--- src/rtl/dmac_ctl_pkg.sv ---
package dmac_ctl_pkg;

    typedef enum logic [2:0] {
        OFF_CMD        = 3'd0,
        OFF_REQ        = 3'd1,
        OFF_SMASK      = 3'd2,
        OFF_MODE       = 3'd3,
        OFF_PTRCLR     = 3'd4,
        OFF_MCLR       = 3'd5,
        OFF_UNMASK_ALL = 3'd6,
        OFF_LOAD_MASK  = 3'd7
    } ctl_off_e;

endpackage

--- src/rtl/dmac_ctl_regs.sv ---
module dmac_ctl_regs
    import dmac_ctl_pkg::*;
#(
    parameter int NCH = 4,
    parameter int DW  = 8,
    localparam int CW = $clog2(NCH)
) (
    input  logic                  clk,
    input  logic                  rst_n,
    input  logic                  wr_en,
    input  logic [2:0]            wr_off,
    input  logic [DW-1:0]         wr_data,
    input  logic [NCH-1:0]        hold_req,
    input  logic [NCH-1:0]        release_req,
    input  logic [NCH-1:0]        tc_in,
    input  logic                  ptr_flip,
    output logic [DW-1:0]         cmd_q,
    output logic [NCH-1:0]        req_q,
    output logic [NCH-1:0]        term_q,
    output logic [NCH-1:0]        mask_q,
    output logic [NCH*DW-1:0]     mode_q,
    output logic                  ptr_q,
    output logic                  cmd_err
);

    typedef struct packed {
        logic [DW-1:0]            cmd;
        logic [NCH-1:0]           req;
        logic [NCH-1:0]           term;
        logic [NCH-1:0]           mask;
        logic [NCH-1:0][DW-1:0]   mode;
        logic                     ptr;
        logic                     err;
    } ctl_state_s;

    ctl_state_s st_d, st_q;
    ctl_off_e   off;
    logic [CW-1:0] sel;
    logic       val_bit;
    logic       is_mclr;

    assign off     = ctl_off_e'(wr_off);
    assign sel     = wr_data[CW-1:0];
    assign val_bit = wr_data[CW];
    assign is_mclr = wr_en && (off == OFF_MCLR);

    always_comb begin
        st_d     = st_q;
        st_d.err = 1'b0;
        if (wr_en) begin
            case (off)
                OFF_CMD: begin
                    if (wr_data != '0) st_d.err = 1'b1;
                    else               st_d.cmd = '0;
                end
                OFF_REQ: begin
                    st_d.req[sel]  = val_bit;
                    st_d.term[sel] = 1'b0;
                end
                OFF_SMASK:      st_d.mask[sel] = val_bit;
                OFF_MODE:       st_d.mode[sel] = wr_data;
                OFF_UNMASK_ALL: st_d.mask = '0;
                OFF_LOAD_MASK:  st_d.mask = wr_data[NCH-1:0];
                default: ;
            endcase
        end
        // byte pointer: clear beats toggle
        if (wr_en && (off == OFF_PTRCLR || off == OFF_MCLR)) st_d.ptr = 1'b0;
        else                                                 st_d.ptr = st_q.ptr ^ ptr_flip;
        // line updates follow software, release last
        st_d.term = st_d.term | tc_in;
        st_d.req  = (st_d.req | hold_req) & ~release_req;
        if (is_mclr) begin
            st_d.cmd  = '0;
            st_d.req  = '0;
            st_d.term = '0;
            st_d.mask = '1;
        end
    end

    always_ff @(posedge clk or negedge rst_n) begin
        if (!rst_n) begin
            st_q      <= '0;
            st_q.mask <= '1;
        end else begin
            st_q <= st_d;
        end
    end

    assign cmd_q   = st_q.cmd;
    assign req_q   = st_q.req;
    assign term_q  = st_q.term;
    assign mask_q  = st_q.mask;
    assign mode_q  = st_q.mode;
    assign ptr_q   = st_q.ptr;
    assign cmd_err = st_q.err;

    assert_cmd_reject_R2: assert property (@(posedge clk) disable iff (!rst_n)
        (wr_en && off == OFF_CMD && wr_data != '0) |=> (cmd_err && cmd_q == $past(cmd_q)));

    assert_single_mask_R4: assert property (@(posedge clk) disable iff (!rst_n)
        (wr_en && off == OFF_SMASK) |=> (mask_q[$past(sel)] == $past(val_bit)));

    assert_master_clear_R6: assert property (@(posedge clk) disable iff (!rst_n)
        is_mclr |=> (mask_q == '1 && req_q == '0 && term_q == '0 && cmd_q == '0 && !ptr_q));

    assert_release_wins_R9: assert property (@(posedge clk) disable iff (!rst_n)
        (release_req != '0) |=> ((req_q & $past(release_req)) == '0));

endmodule

--- src/rtl/dmac_pick.sv ---
module dmac_pick #(
    parameter int NCH = 4,
    localparam int CW = $clog2(NCH)
) (
    input  logic           clk,
    input  logic           rst_n,
    input  logic [NCH-1:0] req,
    input  logic [NCH-1:0] mask,
    output logic           grant_vld,
    output logic [CW-1:0]  grant_ch
);

    logic [NCH-1:0] elig;

    assign elig = req & ~mask;

    // descending scan so the lowest eligible channel is the last to write
    always_comb begin
        grant_vld = 1'b0;
        grant_ch  = '0;
        for (int i = NCH - 1; i >= 0; i--) begin
            if (elig[i]) begin
                grant_vld = 1'b1;
                grant_ch  = CW'(i);
            end
        end
    end

    assert_grant_eligible_R10: assert property (@(posedge clk) disable iff (!rst_n)
        grant_vld |-> (req[grant_ch] && !mask[grant_ch]));

    assert_grant_lowest_R10: assert property (@(posedge clk) disable iff (!rst_n)
        grant_vld |-> ((req & ~mask & ((NCH'(1) << grant_ch) - NCH'(1))) == '0));

    assert_grant_present_R10: assert property (@(posedge clk) disable iff (!rst_n)
        ((req & ~mask) != '0) |-> grant_vld);

endmodule

--- src/rtl/dmac_xfer_calc.sv ---
module dmac_xfer_calc #(
    parameter int NCH  = 4,
    parameter int PW   = 8,
    parameter int AW   = 16,
    parameter int CNTW = 16,
    localparam int CW  = $clog2(NCH),
    localparam int LW  = CNTW + 2
) (
    input  logic              clk,
    input  logic              rst_n,
    input  logic              grant_vld,
    input  logic [CW-1:0]     grant_ch,
    input  logic              word_mode,
    input  logic [NCH*PW-1:0] page_all,
    input  logic [NCH*AW-1:0] addr_all,
    input  logic [NCH*CNTW-1:0] cnt_all,
    output logic [PW+AW-1:0]  xfer_addr,
    output logic [LW-1:0]     xfer_len
);

    logic [NCH-1:0][PW+AW-1:0] full_addr;
    logic [NCH-1:0][LW-1:0]    span;

    for (genvar c = 0; c < NCH; c++) begin : g_chan
        logic [LW-1:0] cnt_ext;
        assign cnt_ext      = {2'b00, cnt_all[c*CNTW +: CNTW]} + LW'(1);
        assign full_addr[c] = {page_all[c*PW +: PW], addr_all[c*AW +: AW]};
        assign span[c]      = word_mode ? (cnt_ext << 1) : cnt_ext;
    end

    always_comb begin
        xfer_addr = '0;
        xfer_len  = '0;
        if (grant_vld) begin
            xfer_addr = full_addr[grant_ch];
            xfer_len  = span[grant_ch];
        end
    end

    assert_idle_zero_R12: assert property (@(posedge clk) disable iff (!rst_n)
        !grant_vld |-> (xfer_len == '0 && xfer_addr == '0));

    assert_len_nonzero_R12: assert property (@(posedge clk) disable iff (!rst_n)
        grant_vld |-> (xfer_len != '0));

endmodule

--- src/rtl/dmac_ctl_sched.sv ---
module dmac_ctl_sched
    import dmac_ctl_pkg::*;
#(
    parameter int NCH  = 4,
    parameter int DW   = 8,
    parameter int PW   = 8,
    parameter int AW   = 16,
    parameter int CNTW = 16,
    localparam int CW  = $clog2(NCH),
    localparam int LW  = CNTW + 2
) (
    input  logic                 clk,
    input  logic                 rst_n,
    input  logic                 wr_en,
    input  logic [2:0]           wr_off,
    input  logic [DW-1:0]        wr_data,
    input  logic [NCH-1:0]       hold_req,
    input  logic [NCH-1:0]       release_req,
    input  logic [NCH-1:0]       tc_in,
    input  logic                 ptr_flip,
    input  logic                 word_mode,
    input  logic [NCH*PW-1:0]    page_all,
    input  logic [NCH*AW-1:0]    addr_all,
    input  logic [NCH*CNTW-1:0]  cnt_all,
    output logic [DW-1:0]        cmd_q,
    output logic [2*NCH-1:0]     status_q,
    output logic [NCH-1:0]       mask_q,
    output logic [NCH*DW-1:0]    mode_all,
    output logic                 ptr_q,
    output logic                 cmd_err,
    output logic                 grant_vld,
    output logic [CW-1:0]        grant_ch,
    output logic [PW+AW-1:0]     xfer_addr,
    output logic [LW-1:0]        xfer_len
);

    logic [NCH-1:0] req_q;
    logic [NCH-1:0] term_q;

    dmac_ctl_regs #(.NCH(NCH), .DW(DW)) u_regs (
        .clk         (clk),
        .rst_n       (rst_n),
        .wr_en       (wr_en),
        .wr_off      (wr_off),
        .wr_data     (wr_data),
        .hold_req    (hold_req),
        .release_req (release_req),
        .tc_in       (tc_in),
        .ptr_flip    (ptr_flip),
        .cmd_q       (cmd_q),
        .req_q       (req_q),
        .term_q      (term_q),
        .mask_q      (mask_q),
        .mode_q      (mode_all),
        .ptr_q       (ptr_q),
        .cmd_err     (cmd_err)
    );

    assign status_q = {req_q, term_q};

    dmac_pick #(.NCH(NCH)) u_pick (
        .clk       (clk),
        .rst_n     (rst_n),
        .req       (req_q),
        .mask      (mask_q),
        .grant_vld (grant_vld),
        .grant_ch  (grant_ch)
    );

    dmac_xfer_calc #(.NCH(NCH), .PW(PW), .AW(AW), .CNTW(CNTW)) u_calc (
        .clk       (clk),
        .rst_n     (rst_n),
        .grant_vld (grant_vld),
        .grant_ch  (grant_ch),
        .word_mode (word_mode),
        .page_all  (page_all),
        .addr_all  (addr_all),
        .cnt_all   (cnt_all),
        .xfer_addr (xfer_addr),
        .xfer_len  (xfer_len)
    );

endmodule

--- config.mk ---
export PLATFORM = sky130hd
export DESIGN_NAME = dmac_ctl_sched
export DESIGN_NICKNAME = d
export VERILOG_FILES = /design/src/rtl/dmac_ctl_pkg.sv /design/src/rtl/dmac_ctl_regs.sv /design/src/rtl/dmac_pick.sv /design/src/rtl/dmac_xfer_calc.sv /design/src/rtl/dmac_ctl_sched.sv
export SDC_FILE = /design/constraint.sdc
export NUM_CORES = 1
export LEC_CHECK = 0
export CAP_MARGIN = 5
export CORE_ASPECT_RATIO = 1.4
export CORE_MARGIN = 4
export CORE_UTILIZATION = 39
export DETAILED_ROUTE_END_ITERATION = 7
export PLACE_DENSITY = 0.82
export SYNTH_ARGS = -nofsm -noshare
export SYNTH_HDL_FRONTEND = slang
export SYNTH_SLANG_ARGS = --single-unit
--- constraint.sdc ---
create_clock -name clk -period 2.7 [get_ports clk]
set_input_delay 0.405 -clock clk [delete_from_list [all_inputs] [get_ports clk]]
set_output_delay 0.405 -clock clk [all_outputs]
set_load 0.01 [all_outputs]
==> flow_metrics.tcl, run 1 <==
set metrics [dict create \
    status "finished, violations left" \
    violations "setup timing" \
    num_vias 6426 \
    synth_seq_cells 46 \
    worstPathArrival_ps 2470 \
    p_sw_mw 1.46 \
    num_rows 48 \
    drtIter0Drc 322 \
    final_common_cell "clkdlybuf4s50_1" \
    nFillCells 767 \
    utilization_pct 80.5 \
    drv_cap 0 \
    core_area_um2 12400 \
    cp_max_fo 8 \
    dpl.hpwl_um 20900 \
    ys_types 68 \
    start_util_pct 40.0 \
    grt_pass1_vias 7028 \
    relSlewSlack_pct 31.7 \
    die_height_um 142 \
    max_freq_mhz 348 \
    tns_ps -2830 \
    rsz0062_at_grt "yes" \
    grt_antenna_before_repair 2 \
    io_pins 287 \
    clockBufferDepth 2 \
    crit_type "reg -> out" \
    clkTransAtPathRegs_ps 70 \
    die_area_um2 14700 \
    synth_area_leaders "dfrtp_1 (21%), mux4_2 (11%), mux2_2 (6.6%), mux2i_1 (5.0%), xnor2_1 (4.8%)" \
    cts_tree "built" \
    timing.final.crit_period_ps 2880 \
    gp_congestion 1.01 \
    drv_slew 0 \
    synth_cells 543 \
    cellLeakagePower_nw 4.31 \
    cts_buffers 5 \
    syn-cell-area_um2 4980 \
    cts.sinks 46 \
    internal-power_mw 2.59 \
    yosysTopAreaCell "dfrtp_1" \
    vias_per_cell 5.64 \
    gr-usage-all-layers_pct 34.5 \
    worst_slack_ps -176 \
    clockRootBuffer "clkbuf_16" \
    cp_top_family "simple AND/OR/NAND/NOR gates" \
    synth_edf_count 0 \
    synthArstFlopShare_pct 100 \
    grt_pass1_wl_um 38300 \
    crit_path_start_kind "register" \
    drive_above_1_share_pct 42.8 \
    hold_viol 0 \
    fin_nets 1178 \
    crit_chain "nand2b_4, a31oi_4, or2_4, buf_12, buf_12, buf_6, mux4_2, and2_4, buf_6" \
    path_buf_inv 4 \
    finalCritPeriodShare_pct 107 \
    final_cell_mix "clkdlybuf4s50_1 (182), buf_4 (170), dfrtp_1 (42), buf_6 (39), nand2_1 (36)" \
    place_ws_ps -831 \
    crit_slowest_cell "dfstp_2" \
    fin_skew_ps 0 \
    ys.flop_type "dfrtp_1" \
    dr.pass1.iters 4 \
    dpl_cell_area_um2 8990 \
    powerDensity_nw_per_um2 406 \
    stdcell_count 1139 \
    cts_htree_levels 2 \
    route.detailed.drc 0 \
    crit_path_end_kind "output pin" \
    worstPathRequired_ps 2300 \
    yosysTopAreaCellShare_pct 21.1 \
    max_stage_delay_ps 530 \
    vdd_ir_drop_max_mv 0.616 \
    clockPowerShare_pct 15.4 \
    switching_share_pct 36.1 \
    setup_viol 32 \
    syn2layout_area_growth_pct 101 \
    ys_warn_count 0 \
    final_area_um2 10000 \
    drt_wl_total_um 26500 \
    die_x_um 103 \
    grt_max_degree 47 \
    io_buffers 278 \
    drtAntennaViolNets 0 \
    worstMarginPinSlew_ps 1020 \
    routedWlPerCell_um 23.3 \
    combPwrFrac_pct 63.2 \
    dp_cells 1107 \
    clock_latency_ps 290 \
    pwr-share-seq_pct 21.4 \
    avgSynthCellArea_um2 9.16 \
    ys_seq_area_share_pct 23.2 \
    gr-total-overflow 0 \
    hp-class "in -> async" \
]
[cells by family after synthesis]
kind of cell / after synthesis / share of synthesized area [%]
other cells: 1 / 0.0754
mux: 80 / 23.0
flops: 46 / 23.2
xor+xnor: 52 / 9.15
compound gates: 85 / 11.7
simple gates: 222 / 24.7
buf+inv: 53 / 7.12
fa+ha+maj: 4 / 1.01
[final timing paths]
kind / start / end / slack, ps / cells after the start
worst min-delay path: rst_n / u_regs.term_q[2] / 290 / 1
worst min register to register: u_regs.mode_q[25] / u_regs.mode_q[25] / 470 / 1
min in group clk: u_regs.mode_q[25] / u_regs.mode_q[25] / 470 / 1
worst max-delay path: u_regs.mask_q[2] / xfer_addr[5] / -180 / 9
max in group asynchronous: rst_n / u_regs.mode_q[15] / 1780 / 1
worst max register to register: u_regs.req_q[1] / u_regs.req_q[1] / 1590 / 4
[cell usage after synthesis (7+ instances only)]
library cell,instances
a21oi_1,20
o211ai_1,7
o21ai_0,13
nor2_1,34
and2_1,31
dfrtp_1,42
xor2_1,25
inv_1,12
o22ai_1,10
nor4_1,10
buf_6,7
mux4_2,24
buf_4,9
nand3_1,25
xnor2_1,27
mux2_2,29
nand4_1,16
clkbuf_1,12
nand2_1,42
nor3_1,15
and3_1,11
mux2i_1,25
[cell type report]
type | instances | area [um^2] | area share (%)
repair buffers | 467 | 4310 | 43.1
multi-input cells | 451 | 4130 | 41.3
flip-flops and latches | 46 | 1160 | 11.6
well taps | 150 | 188 | 1.88
clock buffers | 5 | 125 | 1.25
inverters | 14 | 61.3 | 0.613
clock inverters | 3 | 23.8 | 0.238
repair inverters | 1 | 7.51 | 0.0751
diodes | 2 | 5.00 | 0.0500
[registers in the layout (all words and copies together) (netlist names)]
signal          flops
u_regs.mode_q      32
u_regs.mask_q       4
u_regs.req_q        4
u_regs.term_q       4
u_regs.cmd_err      1
u_regs.ptr_q        1
[timing repair]
item | 4_1_cts | 5_1_grt
hold buffers | 0 | 0
resized for setup | 357 | 81
endpoints found under the setup margin | 43 | 42
cloned | 2 | 0
buffers inserted | 18 | 6
pin swaps | 62 | 36
endpoints found under the hold margin | 0 | 0
[through the flow]
step / hold slack (ps) / total power, mW
floorplan: 109 / 1.77
global placement: 451 / 3.03
detailed placement: 458 / 3.06
CTS: 315 / 3.91
global route: 359 / 4.23
finish: 293 / 4.06
[power by group through the flow]
stage,clock network (mW),logic (mW),registers (mW)
3_3_place_gp,0,2.16,0.870
3_5_place_dp,0,2.19,0.877
2_1_floorplan,0,0.841,0.926
6_report,0.625,2.56,0.870
5_1_grt,0.660,2.69,0.879
4_1_cts,0.630,2.41,0.868
[per-layer routing]
layer | GRT usage (%) | up-vias | share of wire [%]
met5 | 0 | - | 0
met4 | 16.2 | 0 | 4.9
met3 | 11.9 | 82 | 10
met2 | 63.2 | 364 | 51
met1 | 33.6 | 3090 | 34
li1 | - | 2890 | -
Note: power is estimated with default switching activity, not from simulation.
==> run 2, diff against run 1 <==
--- a/config.mk
+++ b/config.mk
@@ -5,6 +5,7 @@
 export SDC_FILE = /design/constraint.sdc
 export NUM_CORES = 1
 export LEC_CHECK = 0
+export ABC_CLOCK_PERIOD_IN_PS = 2700
 export CAP_MARGIN = 5
 export CORE_ASPECT_RATIO = 1.4
 export CORE_MARGIN = 4
==> constraint.sdc (replaced) <==
create_clock -name clk -period 2.7 [get_ports clk]
set_input_delay 0.405 -clock clk [delete_from_list [all_inputs] [get_ports clk]]
set_output_delay 0.405 -clock clk [all_outputs]
set_load 0.02 [all_outputs]
==> flow_metrics.tcl, run 2 (synthesized netlist as in run 1, its figures left out) <==
set metrics [dict create \
    cts_tree "built" \
    gp_congestion 0.945 \
    drv_slew 0 \
    tns_ps -4320 \
    worstPathArrival_ps 2540 \
    max_freq_mhz 339 \
    max_stage_delay_ps 570 \
    cts_htree_levels 2 \
    dpl.hpwl_um 21000 \
    reg2regPathDepth 4 \
    drtIter0Drc 323 \
    crit_slowest_cell "clkdlybuf4s50_1" \
    largest_reg_flops 32 \
    worst-r2r-setup-slack_ps 1610 \
    startpoint "cnt_all[1]" \
    vias_per_cell 5.93 \
    clkTransAtPathRegs_ps 60 \
    drv_cap 0 \
    num_rows 48 \
    rsz0062_at_grt "yes" \
    relSlewSlack_pct 32.2 \
    drtAntennaViolNets 0 \
    dr.pass1.iters 4 \
    grt_antenna_before_repair 2 \
    nFillCells 697 \
    cellLeakagePower_nw 4.26 \
    clockBufferDepth 2 \
    hp-class "in -> async" \
    routedWlPerCell_um 25.6 \
    die_area_um2 14700 \
    crit_chain "clkdlybuf4s50_1, ha_4, buf_4, nand3_1, xor2_1, mux2_4, mux2_4, o22ai_4, buf_6, buf_6" \
    gr-total-overflow 0 \
    fin_skew_ps 0 \
    io_buffers 278 \
    cts_hold_buf 0 \
    setup_viol 41 \
    worst_slack_ps -249 \
    io_pins 287 \
    violations "setup timing" \
    timing.final.crit_period_ps 2950 \
    crit_path_end_kind "output pin" \
    crit_path_start_kind "primary input" \
    cts_buffers 5 \
    rr_startpoint "u_regs.req_q[3]" \
    final_common_cell "clkdlybuf4s50_1" \
    grt_max_degree 47 \
    place_ws_ps -832 \
    drive_above_1_share_pct 43.5 \
    vdd_ir_drop_max_mv 0.570 \
    die_height_um 142 \
    finalCritPeriodShare_pct 109 \
    clock_latency_ps 280 \
    worstMarginPinSlew_ps 1020 \
    die_x_um 103 \
    hold_viol 0 \
    crit_type "in -> out" \
    fin_nets 1178 \
    grt_pass1_vias 6975 \
    worstPathRequired_ps 2300 \
    gr-usage-all-layers_pct 35.4 \
    r2r-end "u_regs.req_q[3]" \
    clockRootBuffer "clkbuf_16" \
    start_util_pct 40.0 \
    route.detailed.drc 0 \
    cp_max_fo 4 \
    grt_pass1_wl_um 39100 \
    cts.sinks 46 \
    syn2layout_area_growth_pct 102 \
    status "finished, violations left" \
    drt_wl_total_um 29100 \
    num_vias 6746 \
    core_area_um2 12400 \
    final_cell_mix "clkdlybuf4s50_1 (197), buf_4 (166), buf_6 (55), dfrtp_1 (42), nand2_1 (37)" \
    powerDensity_nw_per_um2 438 \
]
==> run 2: repair_timing <==
action	4_1_cts	5_1_grt
buffers inserted	18	12
pin swaps	49	39
endpoints found under the setup margin	43	44
gates cloned	3	2
resized for setup	380	76
==> run 2: metrics by stage <==
stage               hold WS (ps)  total power, mW  utilization (%)  cell area [um^2]  instances
finish                       293             4.41             81.0             10100       1138
global route                 363             4.58             81.0             10100       1138
CTS                          317             4.15             77.8              9670       1125
detailed placement           459             3.24             71.4              8880       1097
global placement             453             3.21             71.4              8880       1097
floorplan                    109             1.96                -              5000        550
==> run 2: per-layer routing <==
metal / track usage (%) / share of wire (%)
met1: 34.8 / 31
met2: 62.5 / 50
met3: 14.7 / 13
met4: 17.1 / 6.7
met5: 0.366 / 0.045
==> run 2: final cells by class <==
type,count,area (um^2),share of cell area [%]
Timing Repair Buffer,467,4420,43.9
Clock inverter,3,21.3,0.211
Clock buffer,5,125,1.24
Multi-Input combinational cell,451,4090,40.7
Timing Repair inverter,1,7.51,0.0745
Tap cell,150,188,1.86
Inverter,14,60.1,0.596
Sequential cell,46,1160,11.5
Antenna cell,1,2.50,0.0248
==> run 2: worst max path at each step <==
stage | end | slack (ps) | cells past startpoint
detailed placement | xfer_len[16] | -830 | 10
global route | xfer_len[4] | -320 | 10
CTS | xfer_len[2] | -200 | 8
finish | xfer_len[4] | -250 | 10
floorplan | xfer_len[4] | 30 | 8
global placement | xfer_len[17] | -860 | 10
==> run 2: where the power goes <==
part / total [mW] / switching (mW) / internal, mW
clock network: 0.601 / 0.258 / 0.342
logic: 2.93 / 1.39 / 1.54
registers: 0.872 / 0.0687 / 0.803
==> run 2: critical path, delay by kind of cell <==
| family | cells | cell delay, ps |
|---|---|---|
| adders and majority gates | 1 | 190 |
| xor gates and xnor gates | 1 | 200 |
| muxes | 2 | 570 |
| and+or+nand+nor | 1 | 110 |
| buffers and inverters | 4 | 930 |
| AOI/OAI and AO/OA | 1 | 130 |
==> run 3, diff against run 2 <==
--- a/config.mk
+++ b/config.mk
@@ -12,6 +12,7 @@
 export CORE_UTILIZATION = 39
 export DETAILED_ROUTE_END_ITERATION = 7
 export PLACE_DENSITY = 0.82
+export SETUP_SLACK_MARGIN = 0.3
 export SYNTH_ARGS = -nofsm -noshare
 export SYNTH_HDL_FRONTEND = slang
 export SYNTH_SLANG_ARGS = --single-unit
==> flow_metrics.tcl, run 3 (synthesized netlist as in run 1, its figures left out) <==
set metrics [dict create \
    grt_pass1_vias 6978 \
    worst_slack_ps -228 \
    max_freq_mhz 341 \
    path_buf_inv 3 \
    core_area_um2 12400 \
    final_cell_mix "clkdlybuf4s50_1 (191), buf_4 (168), buf_6 (48), dfrtp_1 (42), nand2_1 (39)" \
    die_x_um 103 \
    dr.pass1.iters 4 \
    crit_slowest_cell "dfstp_2" \
    drtIter0Drc 286 \
    worstPathRequired_ps 2300 \
    drive_above_1_share_pct 44.3 \
    gr-usage-all-layers_pct 33.9 \
    clockBufferDepth 2 \
    grt_max_degree 47 \
    crit_chain "nand2b_4, a31oi_4, or2_4, buf_12, clkinv_16, mux2i_1, o211a_1, a211oi_2, buf_4" \
    clockRootBuffer "clkbuf_16" \
    gr-total-overflow 0 \
    nFillCells 738 \
    power.total_mw 4.36 \
    timing.final.crit_period_ps 2930 \
    finalCritPeriodShare_pct 108 \
    clkTransAtPathRegs_ps 70 \
    cp_max_fo 8 \
    cts_buffers 5 \
    crit_path_end_kind "output pin" \
    cts_tree "built" \
    cellLeakagePower_nw 4.25 \
    clock_latency_ps 300 \
    dpl.hpwl_um 20000 \
    start_util_pct 40.0 \
    final_common_cell "clkdlybuf4s50_1" \
    max_stage_delay_ps 530 \
    cts_htree_levels 2 \
    drtAntennaViolNets 0 \
    busiest_layer "met2" \
    use_met3_pct 11.7 \
    utilization_pct 81.0 \
    drt_wl_total_um 26500 \
    relSlewSlack_pct 33.1 \
    die_height_um 142 \
    worstMarginPinSlew_ps 1000 \
    crit_path_start_kind "register" \
    gp_congestion 0.968 \
    crit_type "reg -> out" \
    vias_per_cell 5.74 \
    drv_slew 0 \
    status "finished, violations left" \
    setup_viol 42 \
    cp_top_family "compound AO/OA/AOI/OAI gates" \
    grt_antenna_before_repair 2 \
    io_pins 287 \
    route.detailed.drc 0 \
    cts.sinks 46 \
    num_rows 48 \
    rsz0062_at_grt "yes" \
    syn2layout_area_growth_pct 102 \
    violations "setup timing" \
    grtUsageMet2_pct 61.1 \
    worstPathArrival_ps 2520 \
    drv_cap 0 \
    io_buffers 278 \
    num_vias 6509 \
    vdd_ir_drop_max_mv 0.728 \
    die_area_um2 14700 \
    met1_usage_pct 31.3 \
    fin_skew_ps 0 \
    largest_reg_flops 32 \
    routedWlPerCell_um 23.3 \
    fin_nets 1173 \
    powerDensity_nw_per_um2 433 \
    hp-class "in -> async" \
    hold_viol 0 \
    grt_pass1_wl_um 37700 \
]
## run 3: final cells by class
type / count / area [um^2] / area share [%]
well taps: 150 / 188 / 1.86
clock inverters: 2 / 10.0 / 0.0994
multi-input cells: 451 / 4170 / 41.3
clock buffers: 6 / 129 / 1.28
inverters: 14 / 82.6 / 0.820
diodes: 2 / 5.00 / 0.0497
flip-flops and latches: 46 / 1160 / 11.5
repair buffers: 463 / 4340 / 43.1
## run 3: repair_timing
item                       in CTS  in global routing
gates resized for setup       400                 66
gates cloned                    2                  1
setup endpoints to repair      45                 45
hold buffers                    0                  0
pin swaps                      55                 31
setup buffers                  21                 11
## run 3: per-stage QoR
stage	hold slack (ps)	cell area (um^2)	instances	TNS, ps	setup WS, ps
5_1_grt	346	10100	1134	-6100	-244
4_1_cts	308	9680	1120	-3220	-150
2_1_floorplan	109	5120	550	0	196
3_5_place_dp	457	8970	1089	-18630	-836
6_report	273	10100	1134	-4460	-228
3_3_place_gp	454	8970	1089	-17950	-796
## run 3: path summary, 6_finish.rpt
kind / from / endpoint / slack (ps) / depth (start not counted)
worst max register to register: u_regs.req_q[2] / u_regs.req_q[2] / 1620 / 4
worst min-delay path: rst_n / u_regs.mode_q[0] / 270 / 1
worst min register to register: u_regs.mode_q[8] / u_regs.mode_q[8] / 480 / 1
max in group asynchronous: rst_n / u_regs.req_q[2] / 1800 / 1
min in group clk: u_regs.mode_q[8] / u_regs.mode_q[8] / 480 / 1
worst max-delay path: u_regs.mask_q[2] / xfer_len[1] / -230 / 9
## run 3: power by group
| part | internal [mW] | switching (mW) |
|---|---|---|
| Clock | 0.340 | 0.265 |
| Sequential | 0.803 | 0.0643 |
| Combinational | 1.54 | 1.35 |
## run 3: worst register-to-register path, delay by kind of cell, from the launching register on
family,cells,cell delay [ps]
mux,1,260
flops,1,410
buf+inv,1,150
simple gates,2,150
## run 3: routing by layer
layer | vias up | part of all wire [%]
met1 | 3101 | 30
met3 | 127 | 10
met5 | - | 0
li1 | 2879 | -
met2 | 402 | 52
met4 | 0 | 7.9
